`src/rtl/dac_bank_pkg.sv`:
```
package dac_bank_pkg;
  localparam logic [2:0] CMD_RST_ALL = 3'b100;
  localparam logic [2:0] CMD_RST_ONE = 3'b010;
  localparam int PTR_W   = 8;
  localparam int DATA_W  = 16;
  localparam int IDX_W   = 5;

  typedef enum logic [1:0] {OP_WRITE, OP_RST_ONE, OP_RST_ALL} op_e;

  function automatic op_e classify(input logic [2:0] cmd);
    if (cmd == CMD_RST_ALL)      return OP_RST_ALL;
    else if (cmd == CMD_RST_ONE) return OP_RST_ONE;
    else                         return OP_WRITE;
  endfunction

  function automatic logic is_sw_latch(input logic [DATA_W-1:0] d);
    return d[15] & ~d[14];
  endfunction
endpackage

```
`src/rtl/dac_ptr_decode.sv`:
```
module dac_ptr_decode
  import dac_bank_pkg::*;
#(
  parameter int N_CH = 20
) (
  input  logic              clk,
  input  logic              rst_n,
  input  logic              wr_valid,
  input  logic [PTR_W-1:0]  wr_ptr,
  input  logic [DATA_W-1:0] wr_data,
  output logic [N_CH-1:0]   wr_hit,
  output logic [N_CH-1:0]   rst_one,
  output logic              rst_all,
  output logic              sw_latch
);
  op_e             op;
  logic [IDX_W-1:0] idx;
  logic            idx_ok;

  assign op     = classify(wr_ptr[7:5]);
  assign idx    = wr_ptr[IDX_W-1:0];
  assign idx_ok = (32'(idx) < 32'(N_CH));

  assign rst_all  = wr_valid && (op == OP_RST_ALL);
  assign sw_latch = wr_valid && (op == OP_WRITE) && idx_ok && is_sw_latch(wr_data);

  for (genvar i = 0; i < N_CH; i++) begin : g_hit
    assign wr_hit[i]  = wr_valid && (op == OP_WRITE)   && (idx == IDX_W'(i));
    assign rst_one[i] = wr_valid && (op == OP_RST_ONE) && (idx == IDX_W'(i));
  end

  // at most one channel is selected per transfer
  p_one_target_r9: assert property (@(posedge clk) disable iff (!rst_n)
    $onehot0(wr_hit) && $onehot0(rst_one));

  // a bank-wide reset never also selects a single channel
  p_rst_all_excl_r7: assert property (@(posedge clk) disable iff (!rst_n)
    rst_all |-> (wr_hit == '0) && (rst_one == '0));
endmodule

```
`src/rtl/dac_ld_edge.sv`:
```
module dac_ld_edge (
  input  logic clk,
  input  logic rst_n,
  input  logic latch_n,
  output logic ld_fall,
  output logic ld_transparent
);
  logic ld_q;

  always_ff @(posedge clk) begin
    if (!rst_n) ld_q <= 1'b1;
    else        ld_q <= latch_n;
  end

  assign ld_fall        = ld_q & ~latch_n;
  assign ld_transparent = ~latch_n;

  // a fall is seen only after the pin was sampled high
  p_fall_after_high_r5: assert property (@(posedge clk) disable iff (!rst_n)
    ld_fall |-> $past(latch_n));
endmodule

```
`src/rtl/dac_chan_reg.sv`:
```
module dac_chan_reg #(
  parameter int CODE_W = 10
) (
  input  logic              clk,
  input  logic              rst_n,
  input  logic              load_default,
  input  logic [CODE_W-1:0] dflt,
  input  logic              wr_en,
  input  logic [CODE_W-1:0] wr_code,
  input  logic              load_all,
  input  logic              transparent,
  output logic [CODE_W-1:0] storage_q,
  output logic [CODE_W-1:0] active_q
);
  logic [CODE_W-1:0] storage_n;
  logic              active_take;

  always_comb begin
    if (load_default)  storage_n = dflt;
    else if (wr_en)    storage_n = wr_code;
    else               storage_n = storage_q;
  end

  assign active_take = load_default | load_all | (transparent & wr_en);

  always_ff @(posedge clk) begin
    storage_q <= storage_n;
    if (active_take) active_q <= storage_n;
  end

  // with no write-through, latch or default, the active code holds
  p_hold_r4: assert property (@(posedge clk) disable iff (!rst_n)
    (!transparent && !load_all && !load_default) |=> $stable(active_q));

  // in transparent mode the active code tracks storage
  p_transparent_r3: assert property (@(posedge clk) disable iff (!rst_n)
    (transparent && !load_default) |=> (active_q == storage_q));

  // a write lands in storage on the next edge
  p_store_r2: assert property (@(posedge clk) disable iff (!rst_n)
    (wr_en && !load_default) |=> (storage_q == $past(wr_code)));

  // a default load reaches both registers
  p_default_r8: assert property (@(posedge clk) disable iff (!rst_n)
    load_default |=> (active_q == $past(dflt)) && (storage_q == $past(dflt)));
endmodule

```
`src/rtl/dac_latch_bank.sv`:
```
module dac_latch_bank
  import dac_bank_pkg::*;
#(
  parameter int N_CH   = 20,
  parameter int CODE_W = 10
) (
  input  logic                   clk,
  input  logic                   rst_n,
  input  logic                   gc_reset,
  input  logic                   latch_n,
  input  logic                   wr_valid,
  input  logic [PTR_W-1:0]       wr_ptr,
  input  logic [DATA_W-1:0]      wr_data,
  input  logic                   preset_valid,
  input  logic [N_CH*CODE_W-1:0] preset_codes,
  output logic [N_CH*CODE_W-1:0] active_codes
);
  localparam int BANK_W = N_CH * CODE_W;
  localparam logic [CODE_W-1:0] MID_CODE = mid_code();

  function automatic logic [CODE_W-1:0] mid_code();
    return CODE_W'(1) << (CODE_W - 1);
  endfunction

  function automatic logic [CODE_W-1:0] pick_default(input logic programmed,
                                                     input logic [CODE_W-1:0] preset);
    return programmed ? preset : MID_CODE;
  endfunction

  logic [N_CH-1:0]   wr_hit, rst_one;
  logic              rst_all, sw_latch;
  logic              ld_fall, ld_transparent;
  logic              load_all, bank_default;
  logic [BANK_W-1:0] storage_flat;
  logic              unused_data_bits;

  assign unused_data_bits = ^wr_data[13:10];

  dac_ptr_decode #(.N_CH(N_CH)) i_decode (
    .clk(clk), .rst_n(rst_n), .wr_valid(wr_valid), .wr_ptr(wr_ptr), .wr_data(wr_data),
    .wr_hit(wr_hit), .rst_one(rst_one), .rst_all(rst_all), .sw_latch(sw_latch)
  );

  dac_ld_edge i_ld (
    .clk(clk), .rst_n(rst_n), .latch_n(latch_n),
    .ld_fall(ld_fall), .ld_transparent(ld_transparent)
  );

  assign load_all     = ld_fall | sw_latch;
  assign bank_default = ~rst_n | gc_reset | rst_all;

  for (genvar i = 0; i < N_CH; i++) begin : g_ch
    logic [CODE_W-1:0] dflt;
    assign dflt = pick_default(preset_valid, preset_codes[i*CODE_W +: CODE_W]);

    dac_chan_reg #(.CODE_W(CODE_W)) i_chan (
      .clk(clk), .rst_n(rst_n),
      .load_default(bank_default | rst_one[i]),
      .dflt(dflt),
      .wr_en(wr_hit[i]),
      .wr_code(wr_data[CODE_W-1:0]),
      .load_all(load_all),
      .transparent(ld_transparent),
      .storage_q(storage_flat[i*CODE_W +: CODE_W]),
      .active_q(active_codes[i*CODE_W +: CODE_W])
    );
  end

  // after a falling latch edge the whole bank matches storage
  p_fall_loads_r5: assert property (@(posedge clk) disable iff (!rst_n)
    ld_fall |=> (active_codes == storage_flat));

  // a software latch write leaves the bank equal to storage
  p_sw_latch_r6: assert property (@(posedge clk) disable iff (!rst_n)
    sw_latch |=> (active_codes == storage_flat));

  // an out-of-range channel number touches nothing
  p_ignored_idx_r9: assert property (@(posedge clk) disable iff (!rst_n)
    (wr_valid && (32'(wr_ptr[4:0]) >= 32'(N_CH)) && (wr_ptr[7:5] != CMD_RST_ALL)
     && !gc_reset && !ld_fall)
    |=> $stable(active_codes) && $stable(storage_flat));

  // general-call reset restores the bank regardless of the latch pin
  p_gc_reset_r10: assert property (@(posedge clk) disable iff (!rst_n)
    gc_reset |=> (active_codes == storage_flat));
endmodule

```
`config.mk`:
```
export PLATFORM = sky130hd
export DESIGN_NAME = dac_latch_bank
export DESIGN_NICKNAME = d
export VERILOG_FILES = /design/src/rtl/dac_bank_pkg.sv /design/src/rtl/dac_ptr_decode.sv /design/src/rtl/dac_ld_edge.sv /design/src/rtl/dac_chan_reg.sv /design/src/rtl/dac_latch_bank.sv
export SDC_FILE = /design/constraint.sdc
export NUM_CORES = 1
export LEC_CHECK = 0
export BUFFER_PORTS_ARGS = -buffer_cell sky130_fd_sc_hd__buf_2
export CAP_MARGIN = 20
export CORE_UTILIZATION = 35
export CTS_BUF_LIST = sky130_fd_sc_hd__clkbuf_16
export CTS_CLUSTER_DIAMETER = 200
export CTS_CLUSTER_SIZE = 8
export DETAILED_ROUTE_END_ITERATION = 10
export PLACE_DENSITY_LB_ADDON = 0.25
export SLEW_MARGIN = 40
export SYNTH_ARGS = -nofsm -noshare
export SYNTH_HDL_FRONTEND = slang
export SYNTH_SLANG_ARGS = --single-unit
```
`constraint.sdc`:
```
create_clock -name clk -period 1.9 [get_ports clk]
set_input_delay 0.19 -clock clk [delete_from_list [all_inputs] [get_ports clk]]
set_output_delay 0.19 -clock clk [all_outputs]
set_load 0.02 [all_outputs]
```
# ---- Yosys cells after proc, flatten, opt, wreduce, memory -nomap -nowiden
# Index checks and enable logic that the tools add are counted.
dict set report classes {
  add_sub_neg 0
  multipliers 0
  div_mod_pow 0
  n_lt_le_gt_ge 1
  n_eq_ne 23
  shifts 0
  mux 62
  bitwise 88
  reduce_logical 47
}
# cell count
set op_table {}
lappend op_table {{10-bit 2-to-1 mux} 60}
lappend op_table {{1-bit bitwise OR} 63}
lappend op_table {{1-bit logical AND} 45}
lappend op_table {{5-bit by 4-bit equality test with 1-bit output (second input constant)} 8}
lappend op_table {{1-bit bitwise AND} 22}
lappend op_table {{5-bit by 3-bit equality test with 1-bit output (second input constant)} 4}
lappend op_table {{5-bit equality test (second input constant)} 4}
lappend op_table {{5-bit by 2-bit equality test with 1-bit output (second input constant)} 2}
lappend op_table {{5-bit by 1-bit equality test with 1-bit output (second input constant)} 1}
lappend op_table {{5-bit zero test} 1}
lappend op_table {{5-bit < comparator (second input constant)} 1}
lappend op_table {{3-bit by 2-bit equality test with 1-bit output (second input constant)} 1}
lappend op_table {{3-bit equality test (second input constant)} 1}
lappend op_table {{1-bit NOT} 3}
lappend op_table {{2-bit by 1-bit equality test with 1-bit output (second input constant)} 1}
lappend op_table {{2-bit equality test (second input constant)} 1}
lappend op_table {{2-bit zero test} 1}
lappend op_table {{2-bit 2-to-1 mux} 1}
lappend op_table {{1-bit 2-to-1 mux} 1}
dict set report word_totals {
  regBits 401
  latchBits 0
  mem_bits_rw 0
  mem_bits_ro 0
  inputBits 230
  elab_cells 262
  mem_count 0
}

# ---- Longest topological paths before layout
dict set report depth {
  word_depth 10
  ltp_mapped 6
  depth_no_buf 4
}

# ---- Cells and area by module
# From an unflattened synthesis, not the netlist that was laid out.
dict set report unflattened {
  cells_unflattened 1401
  hier_area_um2 16394.5
}
# mod instances cells_each area_each_um2 seq_area_each_um2
set by_module_without_submodules {}
lappend by_module_without_submodules {dac_chan_reg 20 54 723.2 500.5}
lappend by_module_without_submodules {dac_latch_bank 1 249 1575.3 0.0}
lappend by_module_without_submodules {dac_ptr_decode 1 68 319.1 0.0}
lappend by_module_without_submodules {dac_ld_edge 1 4 36.3 20.0}

# ---- Least setup slack after synthesis
# OpenSTA, ideal clock, no wires.
dict set report synth_path {
  kind {in2reg}
  startpoint {input port wr_ptr[4]}
  endpoint {register g_ch[15].i_chan.active_q[0], enable pin}
  arrival_ns 1.573
  slack_ns -0.053
  cell_stages 5
  n_path_buf 2
  path_cell_list {buf_4 > and3b_1 > o211ai_2 > buf_4 > o211ai_1}
}
dict set report synth_between {
  elab_chain_len 6
  elab_cells_between_ends 11
}
# item line_no
set synth_rtl {}
lappend synth_rtl {{start: declaration} dac_latch_bank.sv:12} ;# input logic [PTR_W-1:0] wr_ptr,
lappend synth_rtl {{5-bit < comparator} dac_ptr_decode.sv:22} ;# assign idx_ok = (32'(idx) < 32'(N_CH));
lappend synth_rtl {{1-bit logical AND (2 in series)} dac_ptr_decode.sv:25} ;# assign sw_latch = wr_valid && (op == OP_WRITE) && idx_ok && is_sw_latch(wr_data);
lappend synth_rtl {{1-bit bitwise OR} dac_latch_bank.sv:49} ;# assign load_all = ld_fall | sw_latch;
lappend synth_rtl {{1-bit bitwise OR} dac_chan_reg.sv:24} ;# assign active_take = load_default | load_all | (transparent & wr_en);
lappend synth_rtl {{1-bit bitwise OR *} dac_chan_reg.sv:24}
lappend synth_rtl {{via g_ch[15].i_chan.active_take} dac_chan_reg.sv:16} ;# logic active_take;
lappend synth_rtl {{end signal: assignment} dac_chan_reg.sv:28} ;# if (active_take) active_q <= storage_n;
lappend synth_rtl {{end: declaration} dac_chan_reg.sv:13} ;# output logic [CODE_W-1:0] active_q
# The timed path passes the listed nets; every way through them passes the cells marked *.
# A chain may end at the register's enable or synchronous reset.

# ---- Final worst setup path
dict set report layout_path {
  startpoint {input port rst_n}
  endpoint {register g_ch[0].i_chan.active_q[2], enable pin}
}
dict set report layout_between {
  elab_chain_len 6
}
# item line_no
set layout_rtl {}
lappend layout_rtl {{start: declaration} dac_latch_bank.sv:8} ;# input logic rst_n,
lappend layout_rtl {{1-bit NOT} dac_latch_bank.sv:50} ;# assign bank_default = ~rst_n | gc_reset | rst_all;
lappend layout_rtl {{1-bit bitwise OR (2 in series)} dac_latch_bank.sv:50}
lappend layout_rtl {{1-bit bitwise OR} dac_latch_bank.sv:58} ;# .load_default(bank_default | rst_one[i]),
lappend layout_rtl {{1-bit bitwise OR (2 in series)} dac_chan_reg.sv:24}
lappend layout_rtl {{via g_ch[0].i_chan.active_take} dac_chan_reg.sv:16}
lappend layout_rtl {{end signal: assignment} dac_chan_reg.sv:28}
lappend layout_rtl {{end: declaration} dac_chan_reg.sv:13}
# The timed path passes the listed nets, and every way through them passes these cells.

==> run metrics <==
outcome finished clean; CP delay by family, top buffers and inverters; Max rail drop VDD 757 uV; number of synthesized register bits 401; PwrDens 960 mW/mm^2; # fillers 3973; DRC violations left 0; Hold WS 0.0871 ns; Buf/Inv on CP 5; Max Fclk 568 MHz; final setup vio count 0; crit end category flip-flop; GR Overflow Total 0; critical-path cell with the highest stage delay dlygate4sd3_1; initial antenna violation count 4; Reg2Reg Depth 4; post-synthesis average cell area 13.4 um^2; die area 0.0470 mm^2; core area 0.0455 mm^2; Die Ht 217 um; clk root buf clkbuf_16; routed wire length 54000 um; Post-CTS Resized 0; DR pass1 iterations 5; CTS Buf Count 56; Fin Clk Skew 0.0320 ns; CP Cell Sequence dlygate4sd3_1 -> buf_2 -> and3b_1 -> buf_12 -> o21ai_1 -> buf_4 -> or3b_1 -> buf_12; Crit Path Class primary input to flip-flop; Cells after Synth 1201; vias post-DR 12127; GP Congestion 0.824; IO Port Bufs 425; ANT nets after route 0; postcts setup bufs 0; DR vias/cell 4.75; leakage 0.0121 uW; Min-Delay Path Class primary input to flip-flop; Seq. cell area 0.0100 mm^2; first-pass GRT wire length 77900 um; Multi-input gate area 0.00563 mm^2; Final Hold Viols 0; Worst EP required 2.24 ns; Worst Path Max Fanout 15; share of cells above drive strength 1 0.317; largest net degree at the start of global routing 78; WL/cell 21.2 um; period utilisation layout 0.927; Slew Viols, Final 0; clk sink count 401; Clock transition at path regs 0.06 ns; Netlist cell types 30; Max-slew headroom 0.422; # IOs 430; actual slew at the worst max-slew pin 0.867 ns; synthesized cell area 0.0161 mm^2; Critical Path Source Type primary input; Hold Crit Depth 3; vias in the first global route 12453; CP arrival 2.10 ns; Cells after DPL 2242; Iter 0 DRT Violations 711; most numerous cell on the critical path buf_12; final core utilization 0.514; MaxCap Viol Count 0; post-route non-filler standard cell count 2551; Worst path max stage delay 0.55 ns; Cell Rows 78; CTS tree built; post-synthesis sequential area ratio 0.621; Die Wd 217 um; Layout area overhead 44.8%; Period minus WS final 1.76 ns; stages on the worst setup path 8; gr usage total 0.224; fin nets 2138; Syn Nets 1431; RSZ-0062 raised after global routing no; Power, Total 22400 uW; clk buf depth 3; Skew-Pair Late Insertion Delay 0.60 ns; H-tree lvl count 2; Post-DP HPWL 35800 um; Synthesis Warnings 0; Starting Density 0.355
path summary, 6_finish.rpt:
path                                                   from                            to  slack (ns)
worst max register to register                    i_ld.ld_q    g_ch[0].i_chan.active_q[2]        0.39
worst max-delay path                                  rst_n    g_ch[0].i_chan.active_q[2]        0.14
worst min register to register  g_ch[9].i_chan.storage_q[3]   g_ch[9].i_chan.storage_q[3]        0.55
worst min-delay path                           preset_valid  g_ch[16].i_chan.storage_q[9]        0.09
worst register-to-register path, delay by kind of cell, from the launching register on:
family / cells / cell delay, ns
compound gates: 1 / 0.16
buf+inv: 2 / 0.37
flops: 1 / 0.32
simple gates: 1 / 0.43
where the power goes:
group	internal [uW]	leakage (uW)	switching, uW
Clock	5250	0.000924	3690
Sequential	9980	0.00387	279
Combinational	1370	0.00733	1860
Total	16600	0.0121	5820
sequential cells by signal (all words and copies together) (netlist names):
name / flops
g_ch.i_chan.active_q: 200
i_ld.ld_q: 1
g_ch.i_chan.storage_q: 200
metrics by stage:
stage | worst slack [ns] | setup TNS, ns | instance area, um^2
after floorplan | 0.00118 | 0 | 16200
after global placement | -0.115 | -13.60 | 19700
after detailed placement | -0.129 | -17.18 | 19700
after CTS | 0.174 | 0 | 23400
after global routing | 0.108 | 0 | 23400
final | 0.139 | 0 | 23400
Yosys cell counts:
cell / number / area [um^2]
buf_4: 40 / 300
o211ai_1: 19 / 143
o211ai_2: 6 / 75.1
or3_1: 1 / 6.26
o21ai_1: 14 / 70.1
nand2_1: 183 / 687
o21ai_0: 3 / 15.0
or3b_1: 17 / 149
a2bb2oi_1: 1 / 8.76
nor2_1: 17 / 63.8
a21oi_2: 5 / 43.8
inv_1: 1 / 3.75
nor3b_2: 1 / 12.5
edfxtp_1: 200 / 6010
dfxtp_1: 201 / 4020
nand3b_1: 5 / 37.5
nor3_4: 1 / 16.3
and3_1: 1 / 6.26
buf_1: 1 / 3.75
nor3b_4: 3 / 56.3
mux2i_1: 400 / 4000
buf_2: 6 / 30.0
clkbuf_4: 2 / 15.0
clkbuf_1: 45 / 169
and3_2: 1 / 7.51
xnor2_1: 1 / 8.76
and3b_1: 4 / 35.0
nand4bb_1: 1 / 11.3
nor2b_1: 20 / 125
and4bb_2: 1 / 12.5
layer usage:
metal / vias up / part of all wire / track usage
met5: - / 0.00041 / 0
met4: 4 / 0.032 / 0.0866
met3: 103 / 0.059 / 0.0446
met2: 455 / 0.48 / 0.370
met1: 5847 / 0.43 / 0.290
li1: 5718 / - / -
what timing repair did:
action                                  4_1_cts  5_1_grt
endpoints found under the setup margin        0        0
hold buffers                                208        0
endpoints found under the hold margin       341        0
area by class of cell:
cell class / instances / area share
Sequential cell: 401 / 0.429
Multi-Input combinational cell: 705 / 0.241
Timing Repair Buffer: 743 / 0.230
Clock buffer: 56 / 0.0599
Tap cell: 600 / 0.0321
Clock inverter: 44 / 0.00803
Inverter: 1 / 0.000161
Antenna cell: 1 / 0.000107
placed cells by master, fill, tap and decap left out, types with 3 or more instances in the layout:
cell type and count:
buf_2 423, mux2i_1 400, dlygate4sd3_1 208, dfxtp_1 201, edfxtp_1 200, nand2_1 183, buf_4 85, clkbuf_16 56
inv_1 42, buf_12 26, nor2b_1 20, o211ai_1 19, nor2_1 17, or3b_1 17, o21ai_1 13, o211ai_2 6
nand3b_1 5, a21oi_2 5, and3b_1 3, nor3b_4 3, o21ai_2 3
cell families (layout without fill, tap and decap cells):
| kind of cell | count (synthesis) | in the layout | share of synthesized area |
|---|---|---|---|
| AND/OR/NAND/NOR | 256 | 256 | 0.0759 |
| flip-flops | 401 | 401 | 0.621 |
| multiplexers | 400 | 400 | 0.248 |
| XOR/XNOR | 1 | 1 | 0.000543 |
| other | 0 | 1 | 0 |
| buffers and inverters | 95 | 844 | 0.0323 |
| AO/OA/AOI/OAI | 48 | 48 | 0.0220 |
No activity file was read; power rests on OpenSTA's default activity.
